File: config.mk
export PLATFORM = sky130hd
export DESIGN_NAME = paddr_classifier
export DESIGN_NICKNAME = d
export VERILOG_FILES = /design/src/rtl/paddr_pkg.sv /design/src/rtl/paddr_flow_ctrl.sv /design/src/rtl/paddr_decode_path.sv /design/src/rtl/paddr_classifier.sv
export SDC_FILE = /design/constraint.sdc
export NUM_CORES = 1
export LEC_CHECK = 0
export BUFFER_PORTS_ARGS = -buffer_cell sky130_fd_sc_hd__buf_2
export CORE_MARGIN = 2
export CORE_UTILIZATION = 53
export DETAILED_ROUTE_END_ITERATION = 12
export GPL_TIMING_DRIVEN = 0
export PLACE_DENSITY = 0.81
export SYNTH_ARGS = -nofsm -noshare
export SYNTH_HDL_FRONTEND = slang
export SYNTH_SLANG_ARGS = --single-unit
File: constraint.sdc
create_clock -name clk -period 2.73 [get_ports clk]
set_clock_uncertainty 0.1 [all_clocks]
set_input_delay 0.273 -clock clk [delete_from_list [all_inputs] [get_ports clk]]
set_output_delay 0.273 -clock clk [all_outputs]
set_load 0.02 [all_outputs]
File: src/rtl/paddr_pkg.sv
package paddr_pkg;
  localparam int ADDR_W   = 51;
  localparam int LOCAL_W  = 42;
  localparam int OFF_W    = 40;
  localparam int CAP_W    = 38;
  localparam int SUB_W    = 27;
  localparam int MEM_DIE_LAST  = 15;
  localparam int IO_DIE_LAST   = 20;

  typedef enum logic [2:0] {
    K_HBM = 3'd0, K_PE = 3'd1, K_MCPU = 3'd2, K_CUBE = 3'd3,
    K_IOCPU = 3'd4, K_UAL = 3'd5, K_NONE = 3'd7
  } kind_e;

  typedef enum logic [2:0] {
    F_OK = 3'd0, F_MBZ = 3'd1, F_RES_DIE = 3'd2, F_RES_CODE = 3'd3,
    F_BUDGET = 3'd4, F_CAP = 3'd5
  } fault_e;

  typedef struct packed {
    logic [3:0]       sip;
    logic [4:0]       die;
    kind_e            kind;
    logic [3:0]       pe;
    logic [4:0]       unit;
    logic [OFF_W-1:0] offset;
    fault_e           fault;
  } result_t;

  typedef struct packed {
    logic load;
    logic capLoad;
  } strobes_t;
endpackage

File: src/rtl/paddr_flow_ctrl.sv
module paddr_flow_ctrl
  import paddr_pkg::*;
(
  input  logic     clk,
  input  logic     rstN,
  input  logic     inValid,
  input  logic     outReady,
  input  logic     capWrEn,
  output logic     inReady,
  output logic     outValid,
  output strobes_t strobes
);
  logic holdQ;

  assign inReady         = !holdQ || outReady;
  assign strobes.load    = inValid && inReady;
  assign strobes.capLoad = capWrEn;
  assign outValid        = holdQ;

  always_ff @(posedge clk or negedge rstN) begin
    if (!rstN) begin
      holdQ <= 1'b0;
    end else if (strobes.load) begin
      holdQ <= 1'b1;
    end else if (outReady) begin
      holdQ <= 1'b0;
    end
  end
endmodule

File: src/rtl/paddr_decode_path.sv
module paddr_decode_path
  import paddr_pkg::*;
#(
  parameter logic [CAP_W-1:0] CAP_RESET = 38'h20_0000_0000
) (
  input  logic              clk,
  input  logic              rstN,
  input  strobes_t          strobes,
  input  logic [ADDR_W-1:0] inAddr,
  input  logic [CAP_W-1:0]  capWrData,
  output result_t           resultQ
);
  logic [CAP_W-1:0]   capQ;
  logic [LOCAL_W-1:0] loc;
  result_t            nxt;
  logic [SUB_W-1:0]   subOff;
  logic [SUB_W-1:0]   limit;
  logic               useBudget, mbzHit, resDie, resCode, overBud, overCap;

  function automatic logic [SUB_W-1:0] peLimit(input logic [3:0] u);
    case (u)
      4'd0, 4'd1: peLimit = 27'h000_2000;
      4'd2:       peLimit = 27'h004_0000;
      4'd3, 4'd4: peLimit = 27'h000_4000;
      4'd5:       peLimit = 27'h003_0000;
      4'd6:       peLimit = 27'h020_0000;
      default:    peLimit = '0;
    endcase
  endfunction

  function automatic logic [SUB_W-1:0] mcpuLimit(input logic [4:0] u);
    case (u)
      5'd0, 5'd1: mcpuLimit = 27'h008_0000;
      5'd2:       mcpuLimit = 27'h004_0000;
      5'd3:       mcpuLimit = 27'h000_2000;
      5'd4:       mcpuLimit = 27'h000_4000;
      5'd5:       mcpuLimit = 27'h0A0_0000;
      default:    mcpuLimit = '0;
    endcase
  endfunction

  function automatic logic [SUB_W-1:0] ioLimit(input logic [3:0] u);
    case (u)
      4'd0, 4'd1: ioLimit = 27'h008_0000;
      4'd2:       ioLimit = 27'h020_0000;
      4'd3:       ioLimit = 27'h000_2000;
      4'd4:       ioLimit = 27'h000_4000;
      4'd5:       ioLimit = 27'h400_0000;
      default:    ioLimit = '0;
    endcase
  endfunction

  assign loc = inAddr[LOCAL_W-1:0];

  always_comb begin
    nxt        = '0;
    nxt.sip    = inAddr[50:47];
    nxt.die    = inAddr[46:42];
    nxt.kind   = K_NONE;
    subOff     = '0;
    limit      = '0;
    useBudget  = 1'b0;
    mbzHit     = 1'b0;
    resDie     = 1'b0;
    resCode    = 1'b0;
    overBud    = 1'b0;
    overCap    = 1'b0;

    if (nxt.die <= 5'(MEM_DIE_LAST)) begin
      mbzHit = (loc[41:38] != '0);
      if (loc[37]) begin
        nxt.kind   = K_HBM;
        nxt.offset = OFF_W'(loc[36:0]);
        overCap    = ({1'b0, loc[36:0]} >= capQ);
      end else begin
        case (loc[36:34])
          3'd0: begin
            nxt.kind   = K_PE;
            mbzHit     = mbzHit || loc[33];
            nxt.pe     = loc[32:29];
            nxt.unit   = {1'b0, loc[28:25]};
            nxt.offset = OFF_W'(loc[24:0]);
            subOff     = SUB_W'(loc[24:0]);
            limit      = peLimit(loc[28:25]);
            useBudget  = 1'b1;
          end
          3'd1: begin
            nxt.kind   = K_MCPU;
            mbzHit     = mbzHit || (loc[33:30] != '0);
            nxt.unit   = loc[29:25];
            nxt.offset = OFF_W'(loc[24:0]);
            subOff     = SUB_W'(loc[24:0]);
            limit      = mcpuLimit(loc[29:25]);
            useBudget  = 1'b1;
          end
          3'd2: begin
            nxt.kind   = K_CUBE;
            mbzHit     = mbzHit || (loc[33:25] != '0);
            nxt.offset = OFF_W'(loc[24:0]);
          end
          default: begin
            resCode    = 1'b1;
            nxt.offset = OFF_W'(loc[33:0]);
          end
        endcase
      end
    end else if (nxt.die <= 5'(IO_DIE_LAST)) begin
      mbzHit = (loc[41:40] != '0);
      if (loc[39:31] == '0) begin
        nxt.kind   = K_IOCPU;
        nxt.unit   = {1'b0, loc[30:27]};
        nxt.offset = OFF_W'(loc[26:0]);
        subOff     = loc[26:0];
        limit      = ioLimit(loc[30:27]);
        useBudget  = 1'b1;
      end else begin
        nxt.kind   = K_UAL;
        nxt.offset = loc[39:0];
      end
    end else begin
      resDie     = 1'b1;
      nxt.offset = loc[39:0];
    end

    if (useBudget) begin
      resCode = (limit == '0);
      overBud = (limit != '0) && (subOff >= limit);
    end

    if (mbzHit)       nxt.fault = F_MBZ;
    else if (resDie)  nxt.fault = F_RES_DIE;
    else if (resCode) nxt.fault = F_RES_CODE;
    else if (overBud) nxt.fault = F_BUDGET;
    else if (overCap) nxt.fault = F_CAP;
    else              nxt.fault = F_OK;
  end

  always_ff @(posedge clk or negedge rstN) begin
    if (!rstN) begin
      capQ    <= CAP_RESET;
      resultQ <= '0;
    end else begin
      if (strobes.capLoad) capQ <= capWrData;
      if (strobes.load)    resultQ <= nxt;
    end
  end
endmodule

File: src/rtl/paddr_classifier.sv
module paddr_classifier
  import paddr_pkg::*;
#(
  parameter logic [CAP_W-1:0] CAP_RESET = 38'h20_0000_0000
) (
  input  logic              clk,
  input  logic              rstN,
  input  logic              inValid,
  output logic              inReady,
  input  logic [ADDR_W-1:0] inAddr,
  input  logic              capWrEn,
  input  logic [CAP_W-1:0]  capWrData,
  output logic              outValid,
  input  logic              outReady,
  output logic [3:0]        outSip,
  output logic [4:0]        outDie,
  output logic [2:0]        outKind,
  output logic [3:0]        outPe,
  output logic [4:0]        outUnit,
  output logic [OFF_W-1:0]  outOffset,
  output logic [2:0]        outFault
);
  strobes_t strobes;
  result_t  res;

  paddr_flow_ctrl u_ctrl (
    .clk(clk), .rstN(rstN), .inValid(inValid), .outReady(outReady),
    .capWrEn(capWrEn), .inReady(inReady), .outValid(outValid), .strobes(strobes)
  );

  paddr_decode_path #(.CAP_RESET(CAP_RESET)) u_path (
    .clk(clk), .rstN(rstN), .strobes(strobes), .inAddr(inAddr),
    .capWrData(capWrData), .resultQ(res)
  );

  assign outSip    = res.sip;
  assign outDie    = res.die;
  assign outKind   = res.kind;
  assign outPe     = res.pe;
  assign outUnit   = res.unit;
  assign outOffset = res.offset;
  assign outFault  = res.fault;
endmodule

---- Word-level counts from Yosys, hierarchy flattened ----
Index checks and enable logic that the tools add are counted.
storage, ports and cells
  word-level logic and storage cells ...... 110
  register bits after elaboration ......... 103
operators by class
  eq/ne operators ......................... 18
  reduce and logical (&&, ||, !) cells .... 25
  multiplexer cells ....................... 54
  order comparisons ....................... 4
operator list
  kind                count
  $mux 27             8
  $pmux 27 s5         1
  $mux 40             3
  $pmux 24 s5         1
  $pmux 22 s5         1
  $pmux 27 s2         1
  $mux 45             1
  $ge 37x38->1        1
  $mux 34             1
  $ge 27x27->1        1
  $logic_not 27->1    1
  $reduce_bool 27->1  1
  $mux 25             1
  $mux 3              8
  $eq 4x3->1 const B  5
  $mux 1              20
  $eq 4x2->1 const B  4
  $mux 4              4
  $eq 5x2->1 const B  2
  $eq 5x3->1 const B  2
  $pmux 5 s2          1
  $reduce_or 2->1     5
  $logic_not 9->1     1
  $mux 9              1
  other kinds (18)    26

---- Longest topological paths before layout ----
Gate-level depths: netlist (run 1).
  depth after elaboration ................. 13
  gate-level depth with buffers ........... 15

---- Modules after synthesis ----
A second synthesis (run 1) with hierarchy kept.
second synthesis, totals
  cells, all modules ...................... 565
  area, all modules ....................... 5602.9 um^2
modules (own cells, without submodules)
  module             cells an instance  instances  area an instance (um^2)
  paddr_decode_path  560                1          5541.6
  paddr_flow_ctrl    5                  1          61.3

---- Worst setup path before layout (run 1) ----
OpenSTA, ideal clock, no wires.
  path type ............................... in2reg
  start ................................... in inAddr[35]
  end ..................................... reg u_path.resultQ[2] (netlist bit)
  required time ........................... 2564 ps
  library setup time ...................... 66 ps
  arrival time ............................ 2663 ps
  path buffers ............................ 1
  path slack .............................. -99 ps
  stages .................................. 15
  path through ............................ buf_2 nor3_4 nand4_1 nor2_1 nand2_1 o21ai_0 nand2_1 ha_1 inv_1 o21ai_0 o2111ai_1 a32o_1 a221oi_1 o21a_1 a221o_1
between the ends
  longest elaborated chain between the ends .. 12
ends and longest elaborated chain
  item                                                  RTL line                  source
  start: declaration                                    paddr_classifier.sv:10    input logic [ADDR_W-1:0] inAddr,
  $eq 3x1->1 / $logic_not 3->1 (equally long branches)  paddr_decode_path.sv:76   case (loc[36:34])
  $reduce_or 2->1 (no source line)                      n/a
  $mux 25                                               paddr_decode_path.sv:76
  $mux 27                                               paddr_decode_path.sv:71   if (loc[37]) begin
  $mux 27                                               paddr_decode_path.sv:69   if (nxt.die <= 5'(MEM_DIE_LAST)) begin
  $ge 27x27->1                                          paddr_decode_path.sv:127  overBud = (limit != '0) && (subOff >= limit);
  $logic_and 1x1->1                                     paddr_decode_path.sv:127
  $mux 1                                                paddr_decode_path.sv:125  if (useBudget) begin
  $mux 3                                                paddr_decode_path.sv:133  else if (overBud) nxt.fault = F_BUDGET;
  $mux 3                                                paddr_decode_path.sv:132  else if (resCode) nxt.fault = F_RES_CODE;
  $mux 3                                                paddr_decode_path.sv:131  else if (resDie) nxt.fault = F_RES_DIE;
  $mux 3 *                                              paddr_decode_path.sv:130  if (mbzHit) nxt.fault = F_MBZ;
  end signal: assignment                                paddr_decode_path.sv:144  if (strobes.load) resultQ <= nxt;
  end: declaration                                      paddr_decode_path.sv:11   output result_t resultQ
Mark *: on every way between the ends. The rest lies on a longest branch, timed or not.
A chain may end at the register's enable or synchronous reset.

---- Worst setup path after layout (run 1) ----
  start ................................... in inAddr[34]
  end ..................................... reg u_path.resultQ[2] (netlist bit)
Same word-level chain as after synthesis.

==> impl_results.md, run 1 <==
- Initial DRT Pass Iterations: 5
- Sw frac: 0.3301
- Max Buffers Root-to-Sink: 2
- Via count: 5503
- Die Wd: 107 um
- Register Area: approximately 0.0026 sq mm
- PD cells: 507.6 mW/mm^2
- Final Hold Violating Endpoints: 0
- Worst skew pair latency: 0.37 ns
- Combinational Power Share: 0.262
- Sequential power share: 0.492
- Area delta synth->final: 26.01%
- DR DRC count: 0
- Startpoint Class: input port
- Max Cap Violations: 0
- RSZ-0062 raised after global routing: yes
- DR vias/cell: 5.559
- Total global-route track usage: 0.2806
- Synth Net Count: 799
- Leak: 3.696 nW
- Worst Setup Slack, final: around 0.087 ns
- Port-buffer cells: between 150 and 200
- Post-Place Cells: about 950
- Number of synthesized register bits: 103
- Final setup violation count: 0
- CTS H-tree lvls: 3
- Total gr overflow: 0
- Most frequent cells in the layout: 206 x nand2_1, 156 x buf_2, 102 x dfrtp_1
- Syn Std Cell Area: approximately 0.0056 sq mm
- Initial Utilization: 0.5447
- Syn avg cell area: 8.532 sq um
- Nature of the critical path endpoint: flip-flop
- Setup Total Neg Slack: 0 ns
- 1st-iter DRT viols: 354
- Pin count of the biggest net entering global routing: 60
- Diode count: 0
- Tmin final: 2.643 ns
- Min Hold Slack: 0.009953 ns
- Core ar.: 0.01032 sq mm
- Worst Max-Slew Pin Slew: 0.6741 ns
- Cell Count, Final, Fillers Out: 990
- Synth Area in Simple Gates: 0.2419
- Internal cell power: about 2.4 mW
- CTS Buf Count: 9
- Area share of fa/ha/maj cells after synthesis: 0.1024
- CTS tree: yes
- Register-to-Register Path Depth: 8
- Max-slew headroom: 0.5506
- # fillers: 845
- Final wirelength: 15.77 mm
- Synth warn: 0
- Clock sinks: 103
- Max-slew violations: 0
- Synth Area in XOR/XNOR: 0
- Dpl ws: -0.6515 ns
- Cell count after synthesis: 659
- Register area share after synthesis: 0.4586
- Share of layout cells above drive strength 1: 0.2600
- Net Sw Power: 1.187 mW
- Clock power frac: 0.246
- Worst Path Max Fanout: 10
- Design Power: 3.596 mW
- Chip height: 107 um
- Post-route cell area: just over 0.007 sq mm
- Post-DRT Antenna Nets: 0
- Critical path type: in2reg
- Ports: 160
- Number of global-route vias before repair: between 5000 and 6000
- Final cycle utilization of the critical path: 0.9682
- Root buffer cell: clkbuf_8
- Commonest register cell after synthesis: dfrtp_1
- Area of the multi-input gates: 0.002806 sq mm
- DP Area: around 0.0066 sq mm
- Clock-pin slew of the registers on the worst-case setup and hold paths: 0.09 ns
- Peak supply drop: 0.2728 mV
- First-pass GRT wire length: 25.32 mm
- Status: finished clean
- Post-DR wirelength/cell: ~16 um
- HP Class: in2reg
- Synth cell types: 60
- Crit path required time: 2.94 ns
- Post-synthesis async set-or-reset flop share: 1.000
- Main combinational cell family by area after synthesis: simple AND/OR/NAND/NOR gates
- Die area: between 0.01 and 0.015 sq mm
- Upper clock frequency limit: 0.3783 GHz
- GPL Wtd Cong: 0.8841
- Post-DP HPWL: 11.89 mm
- Multiplexer share of the synthesized area: 0.004005
- Most common cell after layout, fill and taps aside: nand2_1
- Post-synth EDFFs: 0
- WP data arrival: between 2 and 3 ns
- # rows: 37
- Final net count: 990
- Hold Path Depth: 3
- Complex-gate fraction of the synthesized area: 0.1382
- Final core utilization: 0.6863
- Initial antenna violation count: 0
==> area by class of cell <==
class | instances | area share
repair buffers | 181 | 0.1455
flip-flops and latches | 103 | 0.3639
clock inverters | 3 | 0.002649
clock buffers | 12 | 0.02190
multi-input cells | 480 | 0.3961
well taps | 136 | 0.02402
inverters | 42 | 0.02225
plain buffers | 33 | 0.02366
==> per-layer routing <==
layer | up-vias | track usage | part of all wire
met4 | 0 | 0.07885 | 0.017
li1 | 2605 | - | -
met2 | 216 | 0.4813 | 0.50
met1 | 2658 | 0.3721 | 0.42
met5 | - | 0 | 0
met3 | 24 | 0.04012 | 0.060
==> critical path, stage by stage <==
cell,delay (ns)
buf_2,0.15
buf_2,0.19
nand2_1,0.15
nor3b_1,0.37
o21ai_4,0.08
o21ai_1,0.09
nand2_1,0.10
ha_1,0.30
inv_2,0.04
o21ai_2,0.15
o2111ai_2,0.16
a32o_2,0.28
a221oi_2,0.25
o21a_1,0.16
a221o_1,0.11
==> cells in the mapped netlist, types with 4 or more instances <==
cell type	n	area share
a21oi_1	22	0.020
dfrtp_1	102	0.45
nor2_1	27	0.018
nand4_1	8	0.0089
o211ai_1	4	0.0053
nor2b_1	4	0.0044
clkbuf_1	25	0.017
nand2_1	206	0.14
nor4_1	10	0.011
and2_1	8	0.0089
ha_1	46	0.10
inv_1	41	0.027
a221oi_1	6	0.0093
nand2b_1	7	0.0078
o21ai_0	64	0.057
nand3_1	12	0.011
buf_2	4	0.0036
nor3_1	9	0.0080
==> registers in the layout (all words and copies together) (netlist names) <==
name and count:
u_ctrl.outValid 1, u_path.capQ 38, u_path.resultQ 64
==> kinds of logic (layout without fill, tap and decap cells) <==
kind of cell,Yosys count,count (layout)
AOI/OAI and AO/OA,126,126
adders and majority gates,46,46
buffers and inverters,76,271
DFF,103,103
muxes,2,2
and+or+nand+nor,306,306
==> power by group through the flow <==
stage | Combinational, mW | Sequential [mW] | Clock [mW]
3_5_place_dp | 0.910 | 1.79 | 0
2_1_floorplan | 0.384 | 1.93 | 0
6_report | 0.944 | 1.77 | 0.884
4_1_cts | 0.927 | 1.77 | 0.896
3_3_place_gp | 0.870 | 1.79 | 0
5_1_grt | 1.05 | 1.79 | 0.965
==> what timing repair did <==
item / in CTS / in global routing
gates cloned: 0 / 1
pin swaps: 4 / 15
resized for setup: 7 / 23
hold buffers: 6 / 1
setup buffers: 4 / 10
endpoints found under the setup margin: 1 / 1
hold endpoints to repair: 49 / 1
==> worst paths after layout <==
path	from	end	slack (ns)
min in group asynchronous	rstN	u_path.resultQ[57]	0.34
setup reg to reg	u_path.capQ[3]	u_path.resultQ[2]	0.39
hold reg to reg	u_path.resultQ[42]	u_path.resultQ[42]	0.37
max in group asynchronous	rstN	u_path.capQ[37]	1.45
setup / recovery	inAddr[34]	u_path.resultQ[2]	0.09
hold / removal	capWrData[4]	u_path.capQ[4]	0.01
(Power assumes the default switching activity.)
==> inputs of run 2 (changes only) <==
Settings changed: SYNTH_HIERARCHICAL from default to 1.
==> impl_results.md, run 2 <==
- Pin count of the biggest net entering global routing: 70 (was 60)
- Final setup violation count: 0 (unchanged)
- Initial Utilization: 0.5452 (was 0.5447)
- Startpoint Class: input port (unchanged)
- Syn Std Cell Area: 0.005603 sq mm (was 0.005623 sq mm)
- RSZ-0062 raised after global routing: no (was yes)
- Post-DR wirelength/cell: 16.70 um (was 15.93 um)
- Final cycle utilization of the critical path: 0.9682 (about the same)
- CTS H-tree lvls: 3 (unchanged)
- Total global-route track usage: 0.2605 (was 0.2806)
- Worst skew pair latency: 0.37 ns (about the same)
- Initial DRT Pass Iterations: 4 (was 5)
- Total gr overflow: 0 (unchanged)
- Max-slew violations: 0 (unchanged)
- Syn avg cell area: 9.917 sq um (was 8.532 sq um)
- Synth cell types: 61 (was 60)
- Crit path required time: 2.87 ns (was 2.94 ns)
- Synth area leader: dfrtp_1 (unchanged)
- Most flops, register: u_path/resultQ (was u_path.resultQ)
- Cell count after synthesis: 565 (was 659)
- # rows: 37 (unchanged)
- 1st-iter DRT viols: 225 (was 354)
- Register area share after synthesis: 0.4603 (was 0.4586)
- Worst Setup Slack, final: 0.08694 ns (was 0.08685 ns)
- CTS Buf Count: 9 (unchanged)
- DP Area: 0.006589 sq mm (was 0.006629 sq mm)
- Status: finished clean (unchanged)
- WP data arrival: 2.78 ns (was 2.85 ns)
- Nature of the critical path endpoint: flip-flop (unchanged)
- Die area: 0.01141 sq mm (was 0.01145 sq mm)
- Commonest register cell after synthesis: dfrtp_1 (unchanged)
- GPL Wtd Cong: 0.8687 (was 0.8841)
- Port-buffer cells: 157 (was 158)
- Min Hold Slack: 0.01624 ns (was 0.009953 ns)
- DR DRC count: 0 (unchanged)
- Max-slew headroom: 0.5538 (was 0.5506)
- Tmin final: 2.643 ns (about the same)
- Post-route cell area: 0.006930 sq mm (was 0.007086 sq mm)
- Critical path's top delay family: simple AND/OR/NAND/NOR gates (was compound AO/OA/AOI/OAI gates)
- Core ar.: 0.01028 sq mm (was 0.01032 sq mm)
- Crit path cell chain: buf_2 -> nor4_4 -> and4_4 -> or2_1 -> buf_6 -> buf_6 -> and2_1 -> ha_1 -> o21ai_0 -> nand2b_1 -> a21oi_1 -> a2111oi_2 -> o31ai_1 -> a31oi_1 (was buf_2 -> buf_2 -> nand2_1 -> nor3b_1 -> o21ai_4 -> o21ai_1 -> nand2_1 -> ha_1 -> inv_2 -> o21ai_2 -> o2111ai_2 -> a32o_2 -> a221oi_2 -> o21a_1 -> a221o_1)
- Slowest-stage cell, CP: nor4_4 (was nor3b_1)
- Top cells by count, synth: 102 x dfrtp_1, 61 x nand2_1, 51 x o21ai_0, 47 x inv_1, 46 x ha_1 (was 206 x nand2_1, 102 x dfrtp_1, 64 x o21ai_0, 46 x ha_1, 41 x inv_1)
- Top-count cell post-synth: dfrtp_1 (was nand2_1)
- Leak: 3.403 nW (was 3.696 nW)
- Initial antenna violation count: 0 (unchanged)
- Post-synth EDFFs: 0 (unchanged)
- Synth top area share: 0.4556 (was 0.4539)
- Peak supply drop: 0.3002 mV (was 0.2728 mV)
- Dpl ws: -0.2897 ns (was -0.6515 ns)
- Slowest Stage Delay on Critical Path: 0.32 ns (was 0.37 ns)
- Final wirelength: 14.72 mm (was 15.77 mm)
- Clock sinks: 103 (unchanged)
- Largest register FFs: 64 (unchanged)
- Share of layout cells above drive strength 1: 0.3101 (was 0.2600)
- Max Cap Violations: 0 (unchanged)
- Max Buffers Root-to-Sink: 2 (unchanged)
- Top cells by area, synth: dfrtp_1 46%, ha_1 10%, mux2_2 7.2% (was dfrtp_1 45%, nand2_1 14%, ha_1 10%)
- Post-synthesis async set-or-reset flop share: 1.000 (unchanged)
- Worst Max-Slew Pin Slew: 0.6693 ns (was 0.6741 ns)
- Root buffer cell: clkbuf_8 (unchanged)
- Number of synthesized register bits: 103 (unchanged)
- First-pass GRT wire length: 23.34 mm (was 25.32 mm)
- Final Hold Violating Endpoints: 0 (unchanged)
- Upper clock frequency limit: 0.3784 GHz (was 0.3783 GHz)
- Worst Path Max Fanout: 10 (unchanged)
- Most common cell after layout, fill and taps aside: buf_2 (was nand2_1)
- Critical path type: in2reg (unchanged)
- Most frequent cells in the layout: 158 x buf_2, 102 x dfrtp_1, 61 x nand2_1 (was 206 x nand2_1, 156 x buf_2, 102 x dfrtp_1)
- Synth warn: 6 (was 0)
- Final net count: 880 (was 990)
- Via count: 4901 (was 5503)
- Clock-pin slew of the registers on the worst-case setup and hold paths: 0.09 ns (about the same)
- DR vias/cell: 5.563 (was 5.559)
- Diode count: 0 (unchanged)
- Number of global-route vias before repair: 4879 (was 5271)
- CTS tree: yes (unchanged)
- Buffers & Inverters on Critical Path: 3 (unchanged)
- Chip height: 106.8 um (was 107 um)
- HP Class: in2reg (unchanged)
- Post-DP HPWL: 11.40 mm (was 11.89 mm)
- Die Wd: 106.8 um (was 107 um)
- PD cells: 562.2 mW/mm^2 (was 507.6 mW/mm^2)
- Synth Net Count: 705 (was 799)
- Area delta synth->final: 23.69% (was 26.01%)
- Post-DRT Antenna Nets: 0 (unchanged)
- CP most frequent cell: buf_6
- Ports: 160 (unchanged)
==> run 2: cell count changes after synthesis, moves of 7 or more <==
cell	change
a22o_1	+9
mux2_2	+34
nand2_1	-145
nor2_1	+7
o21ai_0	-13
o2bb2ai_1	+10
==> run 2: final timing paths <==
path | from | end | slack [ns] | cells after the start
setup / recovery | inAddr[37] | u_path/resultQ[2] | 0.09 | 14
hold / removal | capWrData[9] | u_path/capQ[9] | 0.02 | 3
setup reg to reg | u_ctrl/outValid | u_path/resultQ[52] | 0.39 | 7
hold reg to reg | u_path/resultQ[48] | u_path/resultQ[48] | 0.39 | 1
max in group asynchronous | rstN | u_path/capQ[37] | 1.52 | 3
min in group asynchronous | rstN | u_path/resultQ[33] | 0.30 | 2
==> run 2: report_power, final <==
| group | switching [mW] | internal, mW | total [mW] |
|---|---|---|---|
| Combinational | 0.566 | 0.375 | 0.941 |
| Clock | 0.514 | 0.663 | 1.18 |
| Sequential | 0.0792 | 1.70 | 1.78 |
==> run 2: cell type report <==
class	count	area, sq um
plain buffers	30	141.4
well taps	136	170.2
flip-flops and latches	103	2579
inverters	48	180.2
clock buffers	12	155.1
fillers	854	3347
multi-input cells	383	2720
repair buffers	165	885.9
clock inverters	4	98.84
==> run 2: cell families after synthesis <==
logic type,count (synthesis),share of synthesized area
compound gates,131,0.1530
buf+inv,79,0.05806
mux,37,0.07414
flops,103,0.4603
simple gates,169,0.1519
fa+ha+maj,46,0.1027
==> run 2: routing by layer <==
metal	up-vias	share of wire	track usage
li1	2351	-	-
met1	2336	0.42	0.3311
met2	191	0.49	0.4377
met3	23	0.067	0.04255
met4	0	0.021	0.1187
met5	-	0	0
==> run 2: worst register-to-register path, delay by kind of cell (launching register included) <==
kind | cells | cell delay (ns)
compound gates | 2 | 0.28
buf+inv | 3 | 1.27
flops | 1 | 0.41
simple gates | 2 | 0.21
==> run 2: what timing repair did <==
item                       CTS  global route
setup endpoints to repair    0             1
hold buffers                 7             0
hold endpoints to repair    40             0
resized for setup            0             4
buffers inserted             0             0
==> run 2: per-stage QoR <==
stage | utilization | total power [mW] | setup TNS [ns] | instances
floorplan | - | 2.355 | 0 | 565
global placement | 0.6382 | 2.686 | -0.2330 | 858
detailed placement | 0.6411 | 2.738 | -0.2897 | 859
CTS | 0.6726 | 3.922 | 0 | 882
global route | 0.6743 | 4.094 | 0 | 881
finish | 0.6743 | 3.896 | 0 | 881
